### src/rtl/aau_pkg.sv
package aau_pkg;
   typedef enum logic [3:0] {
      AAU_NOP     = 4'd0,
      AAU_INC     = 4'd1,
      AAU_DEC     = 4'd2,
      AAU_IDX_ADD = 4'd3,
      AAU_IDX_SUB = 4'd4,
      AAU_REV_ADD = 4'd5,
      AAU_REV_SUB = 4'd6,
      AAU_IMM_ADD = 4'd7,
      AAU_IMM_SUB = 4'd8,
      AAU_CMP     = 4'd9
   } aau_op_e;

   typedef enum logic [1:0] {
      CMP_EQ = 2'd0,
      CMP_LT = 2'd1,
      CMP_GT = 2'd2,
      CMP_NE = 2'd3
   } aau_cmp_e;
endpackage

### src/rtl/aau_alu.sv
module aau_alu
   import aau_pkg::*;
#(
   parameter int DATA_W = 16,
   parameter int IMM_W  = 8,
   parameter bit REV_EN = 1'b1
) (
   input  aau_op_e           op_i,
   input  logic [DATA_W-1:0] cur_i,
   input  logic [DATA_W-1:0] idx_i,
   input  logic [IMM_W-1:0]  imm_i,
   output logic              upd_o,
   output logic [DATA_W-1:0] nxt_o
);
   localparam logic [DATA_W-1:0] ONE = DATA_W'(1);

   logic [DATA_W-1:0] imm_ext;
   logic [DATA_W-1:0] rsum;
   logic [DATA_W-1:0] rdif;
   logic              rev_ok;

   assign imm_ext = DATA_W'(imm_i);

   // reverse-carry: mirror both operands, plain add/sub, mirror back
   generate
      if (REV_EN) begin : g_rev
         logic [DATA_W-1:0] cur_m;
         logic [DATA_W-1:0] idx_m;
         logic [DATA_W-1:0] sum_m;
         logic [DATA_W-1:0] dif_m;
         for (genvar b = 0; b < DATA_W; b++) begin : g_bit
            assign cur_m[b] = cur_i[DATA_W-1-b];
            assign idx_m[b] = idx_i[DATA_W-1-b];
            assign rsum[b]  = sum_m[DATA_W-1-b];
            assign rdif[b]  = dif_m[DATA_W-1-b];
         end
         assign sum_m  = cur_m + idx_m;
         assign dif_m  = cur_m - idx_m;
         assign rev_ok = 1'b1;
      end else begin : g_norev
         assign rsum   = cur_i;
         assign rdif   = cur_i;
         assign rev_ok = 1'b0;
      end
   endgenerate

   always_comb begin
      upd_o = 1'b1;
      nxt_o = cur_i;
      case (op_i)
         AAU_INC:     nxt_o = cur_i + ONE;
         AAU_DEC:     nxt_o = cur_i - ONE;
         AAU_IDX_ADD: nxt_o = cur_i + idx_i;
         AAU_IDX_SUB: nxt_o = cur_i - idx_i;
         AAU_REV_ADD: begin nxt_o = rsum; upd_o = rev_ok; end
         AAU_REV_SUB: begin nxt_o = rdif; upd_o = rev_ok; end
         AAU_IMM_ADD: nxt_o = cur_i + imm_ext;
         AAU_IMM_SUB: nxt_o = cur_i - imm_ext;
         default:     upd_o = 1'b0;
      endcase
   end
endmodule

### src/rtl/aau_cmp.sv
module aau_cmp
   import aau_pkg::*;
#(
   parameter int DATA_W = 16
) (
   input  logic              clk,
   input  logic              rst_n,
   input  aau_op_e           op_i,
   input  aau_cmp_e          mode_i,
   input  logic [DATA_W-1:0] cur_i,
   input  logic [DATA_W-1:0] idx_i,
   output logic              tc_o
);
   logic hit;

   always_comb begin
      unique case (mode_i)
         CMP_EQ:  hit = (cur_i == idx_i);
         CMP_LT:  hit = (cur_i <  idx_i);
         CMP_GT:  hit = (cur_i >  idx_i);
         default: hit = (cur_i != idx_i);
      endcase
   end

   always_ff @(posedge clk or negedge rst_n) begin
      if (!rst_n)              tc_o <= 1'b0;
      else if (op_i == AAU_CMP) tc_o <= hit;
   end
endmodule

### src/rtl/aau_regfile.sv
module aau_regfile #(
   parameter int DATA_W   = 16,
   parameter int NUM_REGS = 8,
   parameter int PTR_W    = $clog2(NUM_REGS)
) (
   input  logic                       clk,
   input  logic                       rst_n,
   input  logic                       upd_en_i,
   input  logic [DATA_W-1:0]          upd_val_i,
   input  logic                       ptr_ld_i,
   input  logic [PTR_W-1:0]           ptr_val_i,
   input  logic                       ld_en_i,
   input  logic [PTR_W-1:0]           ld_sel_i,
   input  logic [DATA_W-1:0]          ld_val_i,
   output logic [PTR_W-1:0]           ptr_o,
   output logic [DATA_W-1:0]          cur_o,
   output logic [DATA_W-1:0]          idx_o,
   output logic [NUM_REGS*DATA_W-1:0] flat_o
);
   logic [DATA_W-1:0] mem [NUM_REGS];

   generate
      for (genvar k = 0; k < NUM_REGS; k++) begin : g_reg
         always_ff @(posedge clk or negedge rst_n) begin
            if (!rst_n)
               mem[k] <= '0;
            else if (ld_en_i && (ld_sel_i == PTR_W'(k)))
               mem[k] <= ld_val_i;
            else if (upd_en_i && (ptr_o == PTR_W'(k)))
               mem[k] <= upd_val_i;
         end
         assign flat_o[k*DATA_W +: DATA_W] = mem[k];
      end
   endgenerate

   always_ff @(posedge clk or negedge rst_n) begin
      if (!rst_n)        ptr_o <= '0;
      else if (ptr_ld_i) ptr_o <= ptr_val_i;
   end

   assign cur_o = mem[ptr_o];
   assign idx_o = mem[0];
endmodule

### src/rtl/aux_addr_unit.sv
module aux_addr_unit
   import aau_pkg::*;
#(
   parameter int DATA_W   = 16,
   parameter int NUM_REGS = 8,
   parameter int IMM_W    = 8,
   parameter bit REV_EN   = 1'b1,
   localparam int PTR_W   = $clog2(NUM_REGS)
) (
   input  logic                       clk,
   input  logic                       rst_n,
   input  logic [3:0]                 op_i,
   input  logic [IMM_W-1:0]           imm_i,
   input  logic [1:0]                 cmp_mode_i,
   input  logic                       ptr_ld_i,
   input  logic [PTR_W-1:0]           ptr_val_i,
   input  logic                       ld_en_i,
   input  logic [PTR_W-1:0]           ld_sel_i,
   input  logic [DATA_W-1:0]          ld_val_i,
   output logic [DATA_W-1:0]          addr_o,
   output logic [PTR_W-1:0]           ptr_o,
   output logic [NUM_REGS*DATA_W-1:0] regs_o,
   output logic                       tc_o
);
   generate
      if (NUM_REGS < 2 || (NUM_REGS & (NUM_REGS - 1)) != 0) begin : g_bad_regs
         $error("NUM_REGS must be a power of two, at least 2");
      end
      if (IMM_W < 1 || IMM_W > DATA_W) begin : g_bad_imm
         $error("IMM_W must lie in 1..DATA_W");
      end
   endgenerate

   aau_op_e           op;
   aau_cmp_e          mode;
   logic [DATA_W-1:0] cur;
   logic [DATA_W-1:0] idx;
   logic [DATA_W-1:0] nxt;
   logic              upd;

   assign op   = aau_op_e'(op_i);
   assign mode = aau_cmp_e'(cmp_mode_i);

   aau_regfile #(.DATA_W(DATA_W), .NUM_REGS(NUM_REGS), .PTR_W(PTR_W)) u_rf (
      .clk       (clk),
      .rst_n     (rst_n),
      .upd_en_i  (upd),
      .upd_val_i (nxt),
      .ptr_ld_i  (ptr_ld_i),
      .ptr_val_i (ptr_val_i),
      .ld_en_i   (ld_en_i),
      .ld_sel_i  (ld_sel_i),
      .ld_val_i  (ld_val_i),
      .ptr_o     (ptr_o),
      .cur_o     (cur),
      .idx_o     (idx),
      .flat_o    (regs_o)
   );

   aau_alu #(.DATA_W(DATA_W), .IMM_W(IMM_W), .REV_EN(REV_EN)) u_alu (
      .op_i  (op),
      .cur_i (cur),
      .idx_i (idx),
      .imm_i (imm_i),
      .upd_o (upd),
      .nxt_o (nxt)
   );

   aau_cmp #(.DATA_W(DATA_W)) u_cmp (
      .clk    (clk),
      .rst_n  (rst_n),
      .op_i   (op),
      .mode_i (mode),
      .cur_i  (cur),
      .idx_i  (idx),
      .tc_o   (tc_o)
   );

   assign addr_o = cur;
endmodule

### config.mk
export PLATFORM = sky130hd
export DESIGN_NAME = aux_addr_unit
export DESIGN_NICKNAME = d
export VERILOG_FILES = /design/src/rtl/aau_pkg.sv /design/src/rtl/aau_alu.sv /design/src/rtl/aau_cmp.sv /design/src/rtl/aau_regfile.sv /design/src/rtl/aux_addr_unit.sv
export SDC_FILE = /design/constraint.sdc
export NUM_CORES = 1
export LEC_CHECK = 0
export ABC_AREA = 1
export BUFFER_PORTS_ARGS = -buffer_cell sky130_fd_sc_hd__buf_2
export CAP_MARGIN = 20
export CELL_PAD_IN_SITES_DETAIL_PLACEMENT = 0
export CELL_PAD_IN_SITES_GLOBAL_PLACEMENT = 1
export CORE_ASPECT_RATIO = 1.25
export CORE_MARGIN = 3
export CORE_UTILIZATION = 35
export CTS_BUF_LIST = sky130_fd_sc_hd__clkbuf_4 sky130_fd_sc_hd__clkbuf_8
export DETAILED_ROUTE_END_ITERATION = 6
export GPL_TIMING_DRIVEN = 0
export PLACE_DENSITY_LB_ADDON = 0.1
export SLEW_MARGIN = 40
export SYNTH_ARGS = -nofsm -noshare
export SYNTH_HDL_FRONTEND = slang
export SYNTH_HIERARCHICAL = 1
export SYNTH_SLANG_ARGS = --single-unit
### constraint.sdc
create_clock -name clk -period 3 [get_ports clk]
set_input_delay 0.45 -clock clk [delete_from_list [all_inputs] [get_ports clk]]
set_output_delay 0.45 -clock clk [all_outputs]
set_load 0.05 [all_outputs]
==> results.tsv, run 1 <==
metric	value	unit
slowest CP cell	dfrtp_2	
f_max	0.284	GHz
CP max stage delay	0.43	ns
Synth area leader	nand2_1	
Routability Congestion	0.967	
Leak	9.56	nW
asr flop ratio synth	100	%
grt ovf	0	
largest net degree at the start of global routing	69	
largest fanout on the critical path	7	
count leader, synth	nand2_1	
Detail Route Antenna Nets	0	
final hold vios	0	
final instance area	17900	sq um
CTS tree	yes	
First-pass DRT Iterations	5	
total CTS buffers	17	
worst slew pin tran	0.920	ns
initial core utilization	35.9	%
top cells by count, synth	927 x nand2_1, 321 x nand3_1, 161 x inv_1	
Vias	15412	
FILL cells	3511	
Cells after Synth	2048	
switching portion of total power	58.7	%
vias in the first global route	15172	
initial antenna violation count	0	
Nets	2486	
Die ar.	37300	sq um
Final TNS setup	-45.62	ns
final setup fails	128	
worst path required time	3.38	ns
cell count of the worst reg-to-reg path	25	
Post-synth EDFFs	0	
Die Wd	173	microns
sequential cell fraction of total power	16.5	%
max_cap viols	0	
hold crit path type	input port to register	
multi-input logic area	9930	sq um
IO Port Bufs	185	
Sw Pwr	12.0	mW
CTS Root Cell	clkbuf_8	
violated checks	setup timing	
Crit path depth	25	
first-pass GRT wire length	91100	microns
post-synth cell types	52	
critical path class	register to register	
I/O pin cnt	188	
Pint	8.46	mW
Detailed Route Iter0 Violations	996	
Crit. End Element	register	
DR DRC count	0	
wire per inst	22.0	microns
Max Root-Sink Buffers	2	
Syn Nets	2155	
r2r startpoint	u_rf/idx_o[0]	
ys flop type	dfrtp_1	
status	finished with violations	
Worst slew margin	38.7	%
Die Ht	215	microns
CP Data Arrival Time	3.90	ns
Slew Viols, Final	0	
Total Power	20.5	mW
Clock Latency Late Sink	0.49	ns
register bit total from synthesis	132	
register area	3320	sq um
# diodes	0	
synthesized area per cell	5.98	sq um
post-detailed-routing wire length	62800	microns
dominant cells by area after synthesis	nand2_1 28%, dfrtp_1 27%, nand3_1 13%	
clk sinks	132	
clk slew on worst S/H paths	0.08	ns
largest delay contributor family on the critical path	simple AND/OR/NAND/NOR gates	
Peak VDD IR	0.666	mV
HPWL after detailed placement	47700	microns
layout cells sized above 1	38.4	%
Final Cycle Share	117	%
Yosys warning total	6	
minimum clock period	3.52	ns
RSZ-0062 raised after global routing	yes	
logic gate share of total power	76.1	%
Buffers & Inverters on Critical Path	6	
top cell type's share of synthesized area	28.4	%
Critical Path End	u_rf/flat_o[63]	
Tot GR Track Use	32.2	%
vias per cell	5.40	
area grow syn2layout	46.2	%
startpoint type of the worst setup path	register	
H-tree Lvls	4	
Netlist Area Pre-Place	12200	sq um
Area after DPL	14300	sq um
core area	34100	sq um
Clock Skews	0.0125	ns
R2R setup slack	-0.52	ns
register area share after synthesis	27.0	%
hold depth	3	
PwrDens	1140	nW/um^2
CP startpoint	u_rf/idx_o[0]	
Final WS setup	-0.523	ns
Clock Power Share	7.4	%
# rows	75	
RR Endpoint	u_rf/flat_o[63]	
==> routing by layer <==
metal | track usage (%) | vias to the layer above | share of wire [%]
met5 | 0 | - | 0
met4 | 17.5 | 0 | 6.2
met3 | 4.33 | 182 | 5.5
met2 | 59.5 | 670 | 51
met1 | 35.4 | 7303 | 37
li1 | - | 7257 | -
==> logic make-up (layout without fill, tap and decap cells) <==
| logic type | count (synthesis) | after routing | share of synthesized area, % |
|---|---|---|---|
| simple gates | 1421 | 1421 | 49.6 |
| buf+inv | 274 | 617 | 9.41 |
| compound gates | 150 | 150 | 6.68 |
| xor+xnor | 4 | 4 | 0.286 |
| fa+ha+maj | 67 | 67 | 7.03 |
| flops | 132 | 132 | 27.0 |
==> layout by cell type, fill, tap and decap left out, types with 23 or more instances in the layout <==
| master | Yosys | final |
|---|---|---|
| a21oi_1 | 66 | 40 |
| nor2_1 | 82 | 51 |
| dfrtp_1 | 132 | 122 |
| nand2_2 | 3 | 113 |
| nand3_2 | 4 | 121 |
| nand2_4 | 3 | 39 |
| nand3_1 | 321 | 196 |
| nand2_1 | 927 | 777 |
| a21oi_2 | 2 | 23 |
| ha_1 | 64 | 42 |
| buf_2 | 32 | 207 |
| buf_6 | 2 | 40 |
| nor2_2 | 10 | 26 |
| buf_4 | 17 | 107 |
| clkbuf_8 | 0 | 26 |
| inv_2 | 17 | 29 |
| inv_1 | 161 | 127 |
| nand4_1 | 23 | 23 |
==> power by group through the flow <==
stage | clock [mW] | combinational [mW] | sequential, mW
6_report | 1.52 | 15.6 | 3.38
5_1_grt | 1.62 | 16.6 | 3.49
4_1_cts | 1.55 | 14.4 | 3.37
3_5_place_dp | 0 | 11.7 | 3.40
3_3_place_gp | 0 | 11.6 | 3.40
2_1_floorplan | 0 | 5.89 | 5.84
==> state kept, by name (all words and copies together), names as in the netlist <==
register / cells
u_rf/flat_o: 112
u_rf/idx_o: 16
u_rf/ptr_o: 3
u_cmp/tc_o: 1
==> tightest hold or removal path, stage by stage <==
cell	delay, ns
buf_2	0.11
nand2_1	0.04
o21ai_0	0.06
==> stage by stage <==
stage / cells / util (%) / worst slack, ns / hold WS [ns]
6_report: 2853 / 52.5 / -0.523 / 0.207
4_1_cts: 2828 / 49.8 / -0.503 / 0.176
2_1_floorplan: 2048 / - / -0.112 / 0.154
3_3_place_gp: 2695 / 41.8 / -1.07 / 0.463
5_1_grt: 2853 / 52.5 / -0.693 / 0.207
3_5_place_dp: 2696 / 41.9 / -1.10 / 0.433
==> worst min-delay path by stage <==
| stage | start | to | slack, ns |
|---|---|---|---|
| after floorplan | rst_n | u_cmp/tc_o | 0.15 |
| after global placement | u_cmp/tc_o | u_cmp/tc_o | 0.46 |
| after detailed placement | rst_n | u_rf/flat_o[90] | 0.43 |
| after CTS | ld_val_i[8] | u_rf/flat_o[72] | 0.18 |
| after global routing | ld_val_i[3] | u_rf/flat_o[51] | 0.21 |
| final | ptr_val_i[1] | u_rf/ptr_o[1] | 0.21 |
==> layout make-up <==
cell class / instances / area share (%)
buffer: 90 / 4.45
clock buffer: 26 / 1.82
clock inverter: 5 / 0.280
inverter: 181 / 4.49
multi-input combinational: 1642 / 55.5
sequential: 132 / 18.5
tap: 462 / 3.23
timing repair buffer: 315 / 11.7
==> repair_timing <==
item | CTS | global route
buffers inserted | 100 | 27
setup endpoints to repair | 129 | 129
hold buffers | 1 | 0
hold endpoints to repair | 64 | 0
pin swaps | 170 | 169
gates resized for setup | 392 | 190
cloned | 2 | 0
No activity file was read; power rests on OpenSTA's default activity.
==> run 2: changes to the inputs <==
--- a/config.mk
+++ b/config.mk
@@ -17,6 +17,7 @@
 export DETAILED_ROUTE_END_ITERATION = 6
 export GPL_TIMING_DRIVEN = 0
 export PLACE_DENSITY_LB_ADDON = 0.1
+export SKIP_LAST_GASP = 1
 export SLEW_MARGIN = 40
 export SYNTH_ARGS = -nofsm -noshare
 export SYNTH_HDL_FRONTEND = slang
==> constraint.sdc (replaced) <==
create_clock -name clk -period 3.7 [get_ports clk]
set_input_delay 0.555 -clock clk [delete_from_list [all_inputs] [get_ports clk]]
set_output_delay 0.555 -clock clk [all_outputs]
set_load 0.05 [all_outputs]
==> results.tsv, run 2 (synthesized netlist as in run 1, its figures left out) <==
metric	value	unit	change
critical path class	register to register		
Max Root-Sink Buffers	2		unchanged
Crit. End Element	register		
core area	34100	sq um	unchanged
RSZ-0062 raised after global routing	yes		
hold crit path type	input port to async pin		
max_cap viols	0		unchanged
vias in the first global route	14680		-3.2%
HPWL after detailed placement	47900	microns	+0.47%
CP Data Arrival Time	4.00	ns	+0.10 ns
DR DRC count	0		unchanged
I/O pin cnt	188		unchanged
Tot GR Track Use	31.7	%	-0.54 points
initial antenna violation count	0		unchanged
Detailed Route Iter0 Violations	1106		+11%
largest fanout on the critical path	8		+1
largest net degree at the start of global routing	69		unchanged
Routability Congestion	0.960		-0.75%
IO Port Bufs	185		unchanged
final setup fails	0		-100%
Detail Route Antenna Nets	0		unchanged
Leak	8.87	nW	-7.2%
minimum clock period	3.61	ns	+0.0918 ns
CTS tree	yes		
Slew Viols, Final	0		unchanged
f_max	0.277	GHz	-2.5%
final hold slack	0.00855	ns	-0.198 ns
area grow syn2layout	29.1	%	
grt ovf	0		unchanged
Die Ht	215	microns	unchanged
layout cells sized above 1	26.1	%	-12 points
status	complete, no violations		
commonest non-fill, non-tap cell in the layout	nand2_1		
Peak VDD IR	0.599	mV	-10%
# diodes	0		unchanged
Clock Latency Late Sink	0.50	ns	about the same
total CTS buffers	17		unchanged
vias per cell	5.39		-0.19%
final hold vios	0		unchanged
worst slew pin tran	0.772	ns	-0.148 ns
startpoint type of the worst setup path	register		
CTS Root Cell	clkbuf_8		
Final Cycle Share	97.7	%	-20 points
post-detailed-routing wire length	61100	microns	-2.6%
Nets	2424		-2.5%
Total Power	14.7	mW	-28%
Die ar.	37300	sq um	unchanged
most frequent cells in the layout	866 x nand2_1, 299 x nand3_1, 209 x buf_2, 132 x inv_1, 125 x dfrtp_1		
PwrDens	931	nW/um^2	-19%
initial core utilization	35.9	%	unchanged
first-pass GRT wire length	89400	microns	-1.9%
clk sinks	132		unchanged
worst path required time	4.09	ns	+0.71 ns
Die Wd	173	microns	unchanged
Worst slew margin	48.3	%	+9.7 points
First-pass DRT Iterations	6		+1
clk slew on worst S/H paths	0.08	ns	about the same
H-tree Lvls	4		unchanged
Vias	15049		-2.4%
wire per inst	21.9	microns	-0.49%
# rows	75		unchanged
fin util	46.4	%	-6.1 points
max reg flops	112		unchanged
CTS hold repair buffers	0		-1
Clock Skews	0.0130	ns	+0.000462 ns
## run 2: cell count changes in the layout (fill, tap and decap cells not counted), sizes merged
cell,change
clkinvlp,+3
buf,-60
clkinv,-6
clkbuf,+2
dlygate4sd3,-1
## run 2: final timing paths
kind	from	to	slack, ns	cells past startpoint
max	u_rf/idx_o[7]	u_rf/flat_o[58]	0.09	17
min	rst_n	u_rf/flat_o[74]	0.009	1
max reg2reg	u_rf/idx_o[7]	u_rf/flat_o[58]	0.09	17
min reg2reg	u_cmp/tc_o	u_cmp/tc_o	0.48	2
max in group asynchronous	rst_n	u_cmp/tc_o	2.93	2
min in group clk	ptr_val_i[1]	u_rf/ptr_o[1]	0.26	3
## run 2: final cells by class
cell class              count  area, sq um
fillers                  3767        18300
multi-input cells        1642         8590
flip-flops and latches    132         3310
repair buffers            254         1540
inverters                 181          727
plain buffers              89          644
well taps                 462          578
clock buffers              29          380
clock inverters             2         35.0
## run 2: where the power goes
group          total (mW)  internal (mW)  switching [mW]
clock                1.31          0.712           0.597
sequential           2.75           2.07           0.683
combinational        10.7           3.14            7.52
total                14.7           5.92            8.80
## run 2: metrics by stage
stage | cells | instance area (sq um) | TNS [ns] | setup slack, ns
6_report | 2791 | 15800 | 0 | 0.0854
5_1_grt | 2791 | 15800 | -0.823 | -0.0516
4_1_cts | 2746 | 14900 | -0.117 | -0.0275
3_5_place_dp | 2696 | 13800 | -122.83 | -1.34
3_3_place_gp | 2695 | 13800 | -117.99 | -1.39
2_1_floorplan | 2048 | 12300 | 0 | 0.0482
## run 2: critical path, stage by stage, from the launching register on
cell,delay [ns]
dfrtp_1,0.46
buf_4,0.20
nor2_1,0.34
nand2_2,0.16
xor2_1,0.16
a221oi_1,0.27
ha_1,0.32
a21o_1,0.21
nor2_1,0.15
nand3_2,0.15
or2_2,0.30
nand3_1,0.08
nand4_1,0.17
buf_8,0.21
inv_1,0.06
nand2_1,0.05
nand3_1,0.13
nand2_1,0.06
## run 2: repair_timing
action,4_1_cts,5_1_grt
pin swaps,24,66
resized for setup,162,173
gates cloned,0,1
endpoints found under the setup margin,135,123
setup buffers,21,46
endpoints found under the hold margin,0,0
## run 2: per-layer routing
| layer | share of wire [%] | track usage (%) | routed length, microns | vias up |
|---|---|---|---|---|
| met5 | 0 | 0 | 0 | - |
| met4 | 7.0 | 20.4 | 4280 | 0 |
| met3 | 5.0 | 3.83 | 3030 | 186 |
| met2 | 50 | 56.8 | 30800 | 581 |
| met1 | 38 | 35.2 | 23000 | 7173 |
| li1 | - | - | - | 7109 |
==> run 3: changes to the inputs <==
--- a/config.mk
+++ b/config.mk
@@ -6,7 +6,6 @@
 export NUM_CORES = 1
 export LEC_CHECK = 0
 export ABC_AREA = 1
-export BUFFER_PORTS_ARGS = -buffer_cell sky130_fd_sc_hd__buf_2
 export CAP_MARGIN = 20
 export CELL_PAD_IN_SITES_DETAIL_PLACEMENT = 0
 export CELL_PAD_IN_SITES_GLOBAL_PLACEMENT = 1
@@ -15,6 +14,7 @@
 export CORE_UTILIZATION = 35
 export CTS_BUF_LIST = sky130_fd_sc_hd__clkbuf_4 sky130_fd_sc_hd__clkbuf_8
 export DETAILED_ROUTE_END_ITERATION = 6
+export DONT_BUFFER_PORTS = 1
 export GPL_TIMING_DRIVEN = 0
 export PLACE_DENSITY_LB_ADDON = 0.1
 export SKIP_LAST_GASP = 1
==> results.tsv, run 3 (synthesized netlist as in run 1, its figures left out) <==
metric	value	unit	change
Area after DPL	12800	sq um	-6.9%
f_max	0.264	GHz	-4.5%
layout cells sized above 1	33.3	%	+7.2 points
grt ovf	0		unchanged
first-pass GRT wire length	90800	microns	+1.6%
# diodes	0		unchanged
Detailed Route Iter0 Violations	1052		-4.9%
CP Data Arrival Time	4.17	ns	+0.17 ns
IO Port Bufs	0		-100%
Final WS setup	-0.0842	ns	-0.170 ns
Die ar.	37300	sq um	unchanged
Slew Viols, Final	0		unchanged
startpoint type of the worst setup path	register		
# rows	75		unchanged
max reg flops	112		unchanged
area grow syn2layout	40.0	%	
First-pass DRT Iterations	6		unchanged
violated checks	hold timing, setup timing		
largest delay contributor family on the critical path	simple AND/OR/NAND/NOR gates		
final hold vios	23		+23
initial core utilization	35.9	%	unchanged
CP max stage delay	0.65	ns	+0.19 ns
PwrDens	949	nW/um^2	+1.9%
clk slew on worst S/H paths	0.08	ns	about the same
most frequent cells in the layout	747 x nand2_1, 219 x nand3_1, 135 x nand2_2, 120 x inv_1, 120 x dfrtp_1		
Tot GR Track Use	32.6	%	+0.94 points
RSZ-0062 raised after global routing	yes		
final setup fails	43		+43
Total Power	16.3	mW	+11%
max_cap viols	0		unchanged
Crit. End Element	register		
vias in the first global route	14141		-3.7%
I/O pin cnt	188		unchanged
commonest non-fill, non-tap cell in the layout	nand2_1		
largest fanout on the critical path	8		unchanged
final instance area	17100	sq um	+8.4%
Nets	2268		-6.4%
Detail Route Antenna Nets	0		unchanged
clk sinks	132		unchanged
worst slew pin tran	0.814	ns	+0.0416 ns
hold crit path type	input port to async pin		
CP startpoint	u_rf/ptr_o[0]		
minimum clock period	3.78	ns	+0.170 ns
HPWL after detailed placement	47800	microns	-0.29%
CTS Root Cell	clkbuf_8		
Die Ht	215	microns	unchanged
Final Cycle Share	102	%	+4.6 points
Most common cell on crit path	nand2_1		
Buffers & Inverters on Critical Path	6		+3
largest net degree at the start of global routing	133		+93%
H-tree Lvls	4		unchanged
Worst slew margin	45.5	%	-2.8 points
Routability Congestion	0.974		+1.5%
r2r startpoint	u_rf/ptr_o[0]		
worst path required time	4.09	ns	about the same
post-detailed-routing wire length	63700	microns	+4.3%
Clock Skews	0.0191	ns	+0.00611 ns
status	finished with violations		
core area	34100	sq um	unchanged
CTS tree	yes		
DR DRC count	0		unchanged
slowest CP cell	dfrtp_4		
Peak VDD IR	0.463	mV	-23%
pre-CTS setup slack	-2.01	ns	-0.666 ns
wire per inst	24.2	microns	+10%
total CTS buffers	17		unchanged
Max Root-Sink Buffers	2		unchanged
Die Wd	173	microns	unchanged
CP cell instances	inv_6 > buf_12 > buf_12 > buf_16 > nand2_2 > nand2_1 > nand2_1 > nand2_1 > nand2_2 > nand2_8 > ha_4 > inv_8 > nand2_2 > nor2_4 > nand4_1 > nand2_1 > nand2_1 > nand3_1 > nand4_1 > inv_4 > nand2_1 > nand3_1 > nand2_1		
Leak	8.67	nW	-2.2%
initial antenna violation count	0		unchanged
vias per cell	5.53		+2.5%
Clock Latency Late Sink	0.51	ns	about the same
final hold slack	-0.0538	ns	-0.0623 ns
Vias	14562		-3.2%
critical path class	register to register		
==> run 3: cell count changes in the layout (fill, tap and decap cells not counted), moves of 22 or more <==
cell / previous run / this run
buf_2: 209 / 23
buf_6: 10 / 32
nand2_1: 866 / 747
nand2_2: 50 / 135
nand3_1: 299 / 219
nand3_2: 25 / 100
==> run 3: worst paths after layout <==
check | end | cells after the start | slack [ns]
min in group clk | u_rf/ptr_o[2] | 1 | 0.15
worst max register to register | u_rf/flat_o[85] | 23 | -0.08
worst min-delay path | u_rf/flat_o[122] | 1 | -0.05
max in group asynchronous | u_rf/idx_o[0] | 1 | 2.96
worst min register to register | u_rf/idx_o[0] | 2 | 0.73
worst max-delay path | u_rf/flat_o[85] | 23 | -0.08
==> run 3: what timing repair did <==
item	in CTS	in global routing
hold endpoints to repair	132	0
pin swaps	125	190
endpoints found under the setup margin	145	127
resized for setup	444	329
gates cloned	5	3
hold buffers	1	0
setup buffers	49	39
==> run 3: routing by layer <==
layer / up-vias / track usage, % / share of wire (%)
li1: 6826 / - / -
met1: 6956 / 34.0 / 35
met2: 571 / 57.4 / 50
met3: 209 / 7.66 / 6.7
met4: 0 / 23.1 / 8.2
met5: - / 0 / 0
==> run 3: area by class of cell <==
cell class              count  area (sq um)
plain buffers              91           776
clock buffers              22           303
clock inverters             9           125
fillers                  3520         16900
inverters                 181           781
multi-input cells        1642         10200
flip-flops and latches    132          3320
well taps                 462           578
repair buffers             96          1050
==> run 3: metrics by stage <==
stage	util [%]	TNS [ns]	hold slack (ns)	instances
2_1_floorplan	-	0	0.259	2048
3_3_place_gp	37.7	-218.65	0.264	2510
3_5_place_dp	37.7	-204.56	0.264	2510
4_1_cts	45.5	-0.145	0.0574	2595
5_1_grt	50.3	-12.73	0.0741	2635
6_report	50.3	-1.34	-0.0538	2635
==> run 3: power by group <==
part / internal, mW / total (mW) / switching [mW]
clock network: 0.747 / 1.38 / 0.629
logic: 3.73 / 9.80 / 6.06
registers: 2.02 / 5.09 / 3.07
